## config.mk

```make
export PLATFORM = sky130hd
export DESIGN_NAME = exu_shift_unit
export DESIGN_NICKNAME = d
export VERILOG_FILES = /design/src/rtl/exu_shift_pkg.sv /design/src/rtl/exu_shift_ctrl.sv /design/src/rtl/exu_shift_datapath.sv /design/src/rtl/exu_shift_unit.sv
export SDC_FILE = /design/constraint.sdc
export NUM_CORES = 1
export LEC_CHECK = 0
export BUFFER_PORTS_ARGS = -buffer_cell sky130_fd_sc_hd__buf_2
export CAP_MARGIN = 20
export CORE_MARGIN = 1.5
export CORE_UTILIZATION = 59
export DETAILED_ROUTE_END_ITERATION = 8
export PLACE_DENSITY = 0.9
export SYNTH_ARGS = -nofsm -noshare
export SYNTH_HDL_FRONTEND = slang
export SYNTH_HIERARCHICAL = 1
export SYNTH_SLANG_ARGS = --single-unit
export TNS_END_PERCENT = 1
```

## constraint.sdc

```tcl
create_clock -name vclk -period 7
set_input_delay 1.4 -clock vclk [all_inputs]
set_output_delay 1.4 -clock vclk [all_outputs]
set_load 0.02 [all_outputs]
```

## src/rtl/exu_shift_pkg.sv

```systemverilog
package exu_shift_pkg;

  localparam int OP_W = 3;

  typedef enum logic [OP_W-1:0] {
    OP_STORE = 3'b000,
    OP_CMP   = 3'b001,
    OP_LOAD  = 3'b010,
    OP_UPPER = 3'b011,
    OP_SUB   = 3'b100,
    OP_MERGE = 3'b101,
    OP_IDLE6 = 3'b110,
    OP_IDLE7 = 3'b111
  } exuOp_e;

  typedef enum logic [2:0] {
    WB_NONE  = 3'd0,
    WB_MASK  = 3'd1,
    WB_LOAD  = 3'd2,
    WB_UPPER = 3'd3,
    WB_SUB   = 3'd4,
    WB_MERGE = 3'd5
  } wbSel_e;

  typedef enum logic [1:0] {
    AD_NONE  = 2'd0,
    AD_STORE = 2'd1,
    AD_LOAD  = 2'd2
  } addrSel_e;

  typedef struct packed {
    wbSel_e   wbSel;
    addrSel_e addrSel;
    logic     wbEn;
    logic     memWe;
    logic     flagEn;
    logic     modeQ;
  } exuStrobe_t;

endpackage

```

## src/rtl/exu_shift_ctrl.sv

```systemverilog
module exu_shift_ctrl
  import exu_shift_pkg::*;
(
  input  logic [OP_W-1:0] opSel,
  input  logic            qBit,
  output exuStrobe_t      strobe
);

  always_comb begin
    strobe = '{wbSel: WB_NONE, addrSel: AD_NONE, wbEn: 1'b0,
               memWe: 1'b0, flagEn: 1'b0, modeQ: qBit};
    unique case (exuOp_e'(opSel))
      OP_STORE: begin
        strobe.addrSel = AD_STORE;
        strobe.memWe   = 1'b1;
      end
      OP_CMP: begin
        strobe.wbSel = WB_MASK;
        strobe.wbEn  = 1'b1;
      end
      OP_LOAD: begin
        strobe.wbSel   = WB_LOAD;
        strobe.addrSel = AD_LOAD;
        strobe.wbEn    = 1'b1;
      end
      OP_UPPER: begin
        strobe.wbSel = WB_UPPER;
        strobe.wbEn  = 1'b1;
      end
      OP_SUB: begin
        strobe.wbSel  = WB_SUB;
        strobe.wbEn   = 1'b1;
        strobe.flagEn = 1'b1;
      end
      OP_MERGE: begin
        strobe.wbSel = WB_MERGE;
        strobe.wbEn  = 1'b1;
      end
      default: ;
    endcase
  end

endmodule

```

## src/rtl/exu_shift_datapath.sv

```systemverilog
module exu_shift_datapath
  import exu_shift_pkg::*;
#(
  parameter int DATA_W  = 16,
  parameter int IMM_W   = 8,
  parameter int SIMM_W  = 4,
  parameter int SHAMT_W = 4
) (
  input  exuStrobe_t         strobe,
  input  logic [DATA_W-1:0]  rdVal,
  input  logic [DATA_W-1:0]  rsVal,
  input  logic [DATA_W-1:0]  rtVal,
  input  logic [IMM_W-1:0]   immVal,
  input  logic [SHAMT_W-1:0] shamt,
  input  logic [DATA_W-1:0]  memRdata,
  output logic [DATA_W-1:0]  wbData,
  output logic               wbEn,
  output logic [DATA_W-1:0]  memAddr,
  output logic [DATA_W-1:0]  memWdata,
  output logic               memWe,
  output logic               borrowFlag
);

  localparam int LD_LOW_W = 4;
  localparam int LD_PAD_W = DATA_W - IMM_W - LD_LOW_W;
  localparam int SX_PAD_W = DATA_W - IMM_W;
  localparam int HALF_W   = DATA_W / 2;
  localparam int MSB      = DATA_W - 1;

  logic [DATA_W-1:0]  immSext;
  logic [DATA_W-1:0]  immStoreZext;
  logic [DATA_W-1:0]  loadAddr;
  logic [DATA_W-1:0]  storeAddr;
  logic [DATA_W-1:0]  storeData;
  logic [SHAMT_W:0]   loadShift;
  logic [DATA_W-1:0]  loadRes;
  logic [DATA_W-1:0]  upperFull;
  logic [DATA_W-1:0]  upperRes;
  logic [DATA_W-1:0]  diff;
  logic [DATA_W-1:0]  subRes;
  logic               unsBorrow;
  logic               sgnOvf;
  logic [DATA_W-1:0]  mergeRes;
  logic [DATA_W-1:0]  maskRes;

  // immediate forms
  assign immSext      = {{SX_PAD_W{immVal[IMM_W-1]}}, immVal};
  assign immStoreZext = {{(DATA_W-SIMM_W){1'b0}}, immVal[SIMM_W-1:0]};
  assign loadAddr     = {{LD_PAD_W{immVal[IMM_W-1]}}, immVal, {LD_LOW_W{1'b0}}};

  // store path
  assign storeAddr = rsVal + rtVal;
  assign storeData = (rdVal << LD_LOW_W) + immStoreZext;

  // load path: multiply by 4^shamt
  assign loadShift = {shamt, 1'b0};
  assign loadRes   = memRdata << loadShift;

  // upper-byte immediate
  assign upperFull = immSext << shamt;
  assign upperRes  = {upperFull[MSB:HALF_W], {HALF_W{1'b0}}};

  // compare mask
  assign maskRes = (rsVal == immSext) ? {DATA_W{1'b1}} : {DATA_W{1'b0}};

  // subtract with mode-dependent flag
  assign diff      = rsVal - rtVal;
  assign subRes    = diff << shamt;
  assign unsBorrow = rsVal < rtVal;
  assign sgnOvf    = (rsVal[MSB] != rtVal[MSB]) && (diff[MSB] != rsVal[MSB]);

  // merge / invert
  assign mergeRes = strobe.modeQ ? {rsVal[MSB:HALF_W], rtVal[HALF_W-1:0]} : ~rsVal;

  always_comb begin
    unique case (strobe.wbSel)
      WB_MASK:  wbData = maskRes;
      WB_LOAD:  wbData = loadRes;
      WB_UPPER: wbData = upperRes;
      WB_SUB:   wbData = subRes;
      WB_MERGE: wbData = mergeRes;
      default:  wbData = '0;
    endcase
  end

  always_comb begin
    unique case (strobe.addrSel)
      AD_STORE: memAddr = storeAddr;
      AD_LOAD:  memAddr = loadAddr;
      default:  memAddr = '0;
    endcase
  end

  assign memWdata   = strobe.memWe ? storeData : '0;
  assign memWe      = strobe.memWe;
  assign wbEn       = strobe.wbEn;
  assign borrowFlag = strobe.flagEn & (strobe.modeQ ? sgnOvf : unsBorrow);

endmodule

```

## src/rtl/exu_shift_unit.sv

```systemverilog
module exu_shift_unit
  import exu_shift_pkg::*;
#(
  parameter int DATA_W  = 16,
  parameter int IMM_W   = 8,
  parameter int SIMM_W  = 4,
  parameter int SHAMT_W = 4
) (
  input  logic [OP_W-1:0]    opSel,
  input  logic               qBit,
  input  logic [DATA_W-1:0]  rdVal,
  input  logic [DATA_W-1:0]  rsVal,
  input  logic [DATA_W-1:0]  rtVal,
  input  logic [IMM_W-1:0]   immVal,
  input  logic [SHAMT_W-1:0] shamt,
  input  logic [DATA_W-1:0]  memRdata,
  output logic [DATA_W-1:0]  wbData,
  output logic               wbEn,
  output logic [DATA_W-1:0]  memAddr,
  output logic [DATA_W-1:0]  memWdata,
  output logic               memWe,
  output logic               borrowFlag
);

  exuStrobe_t strobe;

  exu_shift_ctrl ctrl_i (
    .opSel  (opSel),
    .qBit   (qBit),
    .strobe (strobe)
  );

  exu_shift_datapath #(
    .DATA_W  (DATA_W),
    .IMM_W   (IMM_W),
    .SIMM_W  (SIMM_W),
    .SHAMT_W (SHAMT_W)
  ) dp_i (
    .strobe     (strobe),
    .rdVal      (rdVal),
    .rsVal      (rsVal),
    .rtVal      (rtVal),
    .immVal     (immVal),
    .shamt      (shamt),
    .memRdata   (memRdata),
    .wbData     (wbData),
    .wbEn       (wbEn),
    .memAddr    (memAddr),
    .memWdata   (memWdata),
    .memWe      (memWe),
    .borrowFlag (borrowFlag)
  );

endmodule

```

# Yosys cells after proc, flatten, opt, wreduce, memory -nomap -nowiden
# Cells that the tools add are included.
dict set report word_totals {
  reg_bits 0
  latch_bits 0
  ramBits 0
  rom_bits 0
  in_bits 80
  elab_cells 38
  mem_count 0
}
dict set report op_classes {
  add_sub_neg 3
  mul 0
  n_div 0
  magnitude_cmp 1
  n_eq_ne 15
  n_shift 3
  muxes 11
  bitwise_logic 2
  reduce_logical 3
}
# operator n
set ops {}
lappend ops {{16-bit one-hot mux with 5 select lines} 1}
lappend ops {{16-bit 2-to-1 mux} 3}
lappend ops {{16-bit one-hot mux with 2 select lines} 1}
lappend ops {{16-bit by 4-bit << shifter with 16-bit output} 2}
lappend ops {{16-bit adder} 1}
lappend ops {{16-bit by 4-bit adder with 16-bit output} 1}
lappend ops {{16-bit == test} 1}
lappend ops {{16-bit < comparator} 1}
lappend ops {{16-bit inverter} 1}
lappend ops {{16-bit by 5-bit << shifter with 16-bit output} 1}
lappend ops {{16-bit subtractor} 1}
lappend ops {{3-bit one-hot mux with 5 select lines} 1}
lappend ops {{3-bit by 2-bit == test with 1-bit output (second input constant)} 4}
lappend ops {{3-bit == test (second input constant)} 4}
lappend ops {{3-bit by 1-bit == test with 1-bit output (second input constant)} 2}
lappend ops {{5-bit OR reduction} 1}
lappend ops {{1-bit 2-to-1 mux} 4}
lappend ops {{2-bit one-hot mux with 2 select lines} 1}
lappend ops {{3-bit logical NOT} 1}
lappend ops {{2-bit by 1-bit == test with 1-bit output (second input constant)} 1}
lappend ops {{2-bit == test (second input constant)} 1}
lappend ops {{1-bit inequality test} 2}
lappend ops {{1-bit AND} 1}
lappend ops {{1-bit logical AND} 1}

# Logic depth before layout (Yosys ltp)
dict set report depth {
  word_depth 5
  ltp_mapped 11
}

# Hierarchy
# Netlist, hierarchy kept.
# module n_inst cells_each area_each_um2
set modules_own_cells {}
lappend modules_own_cells {exu_shift_datapath 1 601 4005.1}
lappend modules_own_cells {exu_shift_ctrl 1 9 70.1}

# Worst setup path before layout
# No wires, ideal clock.
dict set report synth_path {
  kind {input to output}
  startpoint {in rsVal[0]}
  endpoint {out wbData[15]}
  t_arrival_ps 3729
  path_slack_ps 1871
  path_stages 11
  cell_sequence {inv_1 ha_1 fa_1 nor2b_4 o311a_4 o32a_1 nand2_1 a211oi_1 mux2i_1 a221o_1 a22oi_1}
}
dict set report synth_between {
  elab_chain_len 3
}
# element line
set synth_lines {}
lappend synth_lines {{start, declared} exu_shift_unit.sv:12} ;# input logic [DATA_W-1:0] rsVal,
lappend synth_lines {{16-bit subtractor or 16-bit == test (tied branches)} {exu_shift_datapath.sv:67, exu_shift_datapath.sv:64}}
lappend synth_lines {{16-bit by 4-bit << shifter with 16-bit output or 16-bit 2-to-1 mux (tied branches)} {exu_shift_datapath.sv:68, exu_shift_datapath.sv:64}}
lappend synth_lines {{16-bit one-hot mux with 5 select lines *} exu_shift_datapath.sv:76} ;# unique case (strobe.wbSel)
lappend synth_lines {{end, declared} exu_shift_unit.sv:17} ;# output logic [DATA_W-1:0] wbData,
# Mark *: on every way between the ends. The rest lies on a longest branch, timed or not.

# Final worst setup path
dict set report layout_path {
  startpoint {in rtVal[1]}
  endpoint {out wbData[15]}
}
dict set report layout_between {
  elab_chain_len 3
}
# element line
set layout_lines {}
lappend layout_lines {{start, declared} exu_shift_unit.sv:13} ;# input logic [DATA_W-1:0] rtVal,
lappend layout_lines {{16-bit subtractor} exu_shift_datapath.sv:67} ;# assign diff = rsVal - rtVal;
lappend layout_lines {{16-bit by 4-bit << shifter with 16-bit output} exu_shift_datapath.sv:68} ;# assign subRes = diff << shamt;
lappend layout_lines {{16-bit one-hot mux with 5 select lines} exu_shift_datapath.sv:76}
# Every way passes these cells.

==> impl_metrics.py <==
metrics = {
    "power": {
        "ir_drop_mv": 0.05396,
        "power.leakage_nw": 2.222,
        "cellPowerDensity_nw_per_um2": 80.46,
    },
    "sta": {
        "fin_tns_setup_ps": 0,
        "setup_viol": 0,
        "finalHoldViolCount": 0,
        "final_max_slew_viol_count": 0,
        "slew-limit-headroom_pct": 39.38,
        "finalCriticalPeriod_ps": 5774,
        "rsz0062_at_grt": "no",
        "fin_ws_ps": 1226,
        "fmaxAchievable_ghz": 0.1732,
        "min_period_over_period_pct": 82.48,
        "tightest_slew_ps": 886.4,
    },
    "final_layout": {
        "antenna_cells": 0,
        "drive_above_1_share_pct": 24.06,
        "fin_area_um2": 4636,
        "seq_cells": 0,
        "utilization_pct": 68.99,
        "syn_to_final_growth_pct": 13.76,
        "multiInputGateArea_um2": 3716,
        "regArea_um2": 0,
        "nFillCells": 612,
        "fin_cells": 774,
        "clock_buffers": 0,
        "fin_nets": 811,
    },
    "die": {
        "die_area_um2": 7415,
        "start_util_pct": 60.65,
        "rows": 30,
        "die_x_um": 86.11,
        "pin_count": 131,
        "core_area_um2": 6719,
        "dieHeight_um": 86.11,
    },
    "critical_path": {
        "critPathBufInv": 3,
        "critPathArrivalTime_ps": 4370,
        "critPathKind": "in2out",
        "start_kind": "primary input",
        "crit_family": "compound AO/OA/AOI/OAI gates",
        "crit_top_cell": "buf_2",
        "cpPeakStageDelay_ps": 520,
        "worst_path_max_delay_cell": "o41ai_1",
        "critical_path.max_fanout": 5,
        "end_kind": "output pin",
        "crit_chain": "buf_2 > inv_1 > ha_1 > nor2b_1 > o31a_1 > o41ai_1 > a2111oi_0 > a211oi_1 > mux2i_1 > a221o_1 > a22oi_1 > buf_2",
        "crit_required_ps": 5600,
    },
    "cts": {
        "post-cts-setup-buffers": 0,
        "cts_hold_buf": 0,
        "post_cts_resized": 0,
    },
    "global_route": {
        "grt_pass1_wl_um": 22770,
        "grt_overflow": 0,
        "grt_pass1_vias": 4531,
        "grt_start_max_net_pins": 35,
        "antenna_found_initial": 0,
        "track_usage_pct": 38.47,
    },
    "detailed_routing": {
        "topRoutingLayerUsed": "met4",
        "wire_per_inst_um": 19.24,
        "drt-met1-wl_um": 6105,
        "drcViolationCount": 0,
        "ant_nets": 0,
        "wl_um": 14890,
        "drt_iter0_drc": 411,
        "drtPass1Iterations": 6,
        "vias": 5163,
        "met2_length_um": 6854,
        "wl_met3_um": 1265,
        "via_per_inst": 6.671,
    },
    "synthesis": {
        "syn_inst": 610,
        "ys_types": 77,
        "synth-seq-area-share_pct": 0,
        "ys_warn_count": 6,
        "synth_area_um2": 4075,
        "avgSynthCellArea_um2": 6.681,
        "synth_nets": 725,
    },
    "placed_design": {
        "dp_hpwl_um": 12050,
        "dpl_cell_area_um2": 4636,
        "io_buffer_count": 127,
        "place_inst": 774,
        "gp_congestion": 0.9354,
        "place_ws_ps": 1303,
    },
    "job": {
        "maxCapViolCount": 0,
    },
    "outcome": {
        "status": "completed",
    },
    "min_path": {
        "hp-class": "in2out",
    },
}
## cell usage in the layout, fill, tap and decap left out, drive strengths merged, types with 7 or more instances in the layout
cell      n
nor2     45
or3       8
xnor2    24
nand2b    9
and2     22
inv      40
and3     10
o221ai    8
a21oi    44
mux2      8
buf     131
o21ai    38
o31ai     7
a31oi    13
xor2      9
nand2    54
nor3     15
mux2i    21
mux4      7
nand3    19
ha       33
o211ai    9
a22oi    14
a211oi    8
nor2b    11
## metal layers
layer  GRT usage (%)  vias to the layer above
li1                -                     2421
met1           50.89                     2410
met2           64.35                      285
met3           3.369                       47
met4           15.40                        0
met5               0                        -
## per-stage QoR
stage               power (W)  hold WS, ps
floorplan           0.0002576         2955
global placement    0.0003542         3123
detailed placement  0.0003629         3125
CTS                 0.0003645         3125
global route        0.0004030         3140
finish              0.0003730         3126
## cell usage after synthesis (4+ instances only)
master,count,share of area [%]
xor2_1,9,1.9
a31oi_1,13,2.0
mux4_2,7,3.9
buf_2,5,0.61
o311ai_0,4,0.86
nand2b_1,8,1.2
nand2_1,54,5.0
nand4_1,5,0.77
or3_1,6,0.92
nor4_1,5,0.77
clkbuf_1,34,3.1
xnor2_1,24,5.2
and3_1,9,1.4
a21oi_1,44,5.4
and2_1,21,3.2
o31ai_1,7,1.3
or4_1,4,0.74
nand3_1,19,2.3
buf_4,4,0.74
mux2i_1,21,5.2
o221ai_1,8,1.7
ha_1,33,10
nor3_1,15,1.8
mux2_2,8,2.2
or2_2,5,0.77
a2111oi_0,5,1.1
nor2_1,45,4.1
a21o_1,5,0.92
o21ai_0,34,4.2
o211ai_1,8,1.5
o21a_1,4,0.74
inv_1,40,3.7
a22oi_1,14,2.6
a211oi_1,8,1.5
nor2b_1,9,1.4
## kinds of logic (layout without fill, tap and decap cells)
family	Yosys count	in the layout	synth area share [%]
adder cells (fa/ha/maj)	35	35	11.11
AND/OR/NAND/NOR	227	227	29.57
AO/OA/AOI/OAI	191	191	32.18
buffers and inverters	88	172	8.811
multiplexers	36	36	11.24
XOR/XNOR	33	33	7.092
## worst paths after layout
| check | startpoint | to | cells after the start |
|---|---|---|---|
| max | rtVal[1] | wbData[15] | 12 |
| min | rdVal[4] | memWdata[8] | 3 |
## power by group
part           switching [W]  internal [W]  total (W)
clock                      0             0          0
sequential                 0             0          0
combinational       0.000227      0.000146   0.000373
total               0.000227      0.000146   0.000373
## final cells by class
class                           instances  area share (%)
Timing Repair Buffer                  131           14.36
Multi-Input combinational cell        522           80.16
Tap cell                               80           2.159
Inverter                               41           3.320
Power figures use the tool's default switching activity.
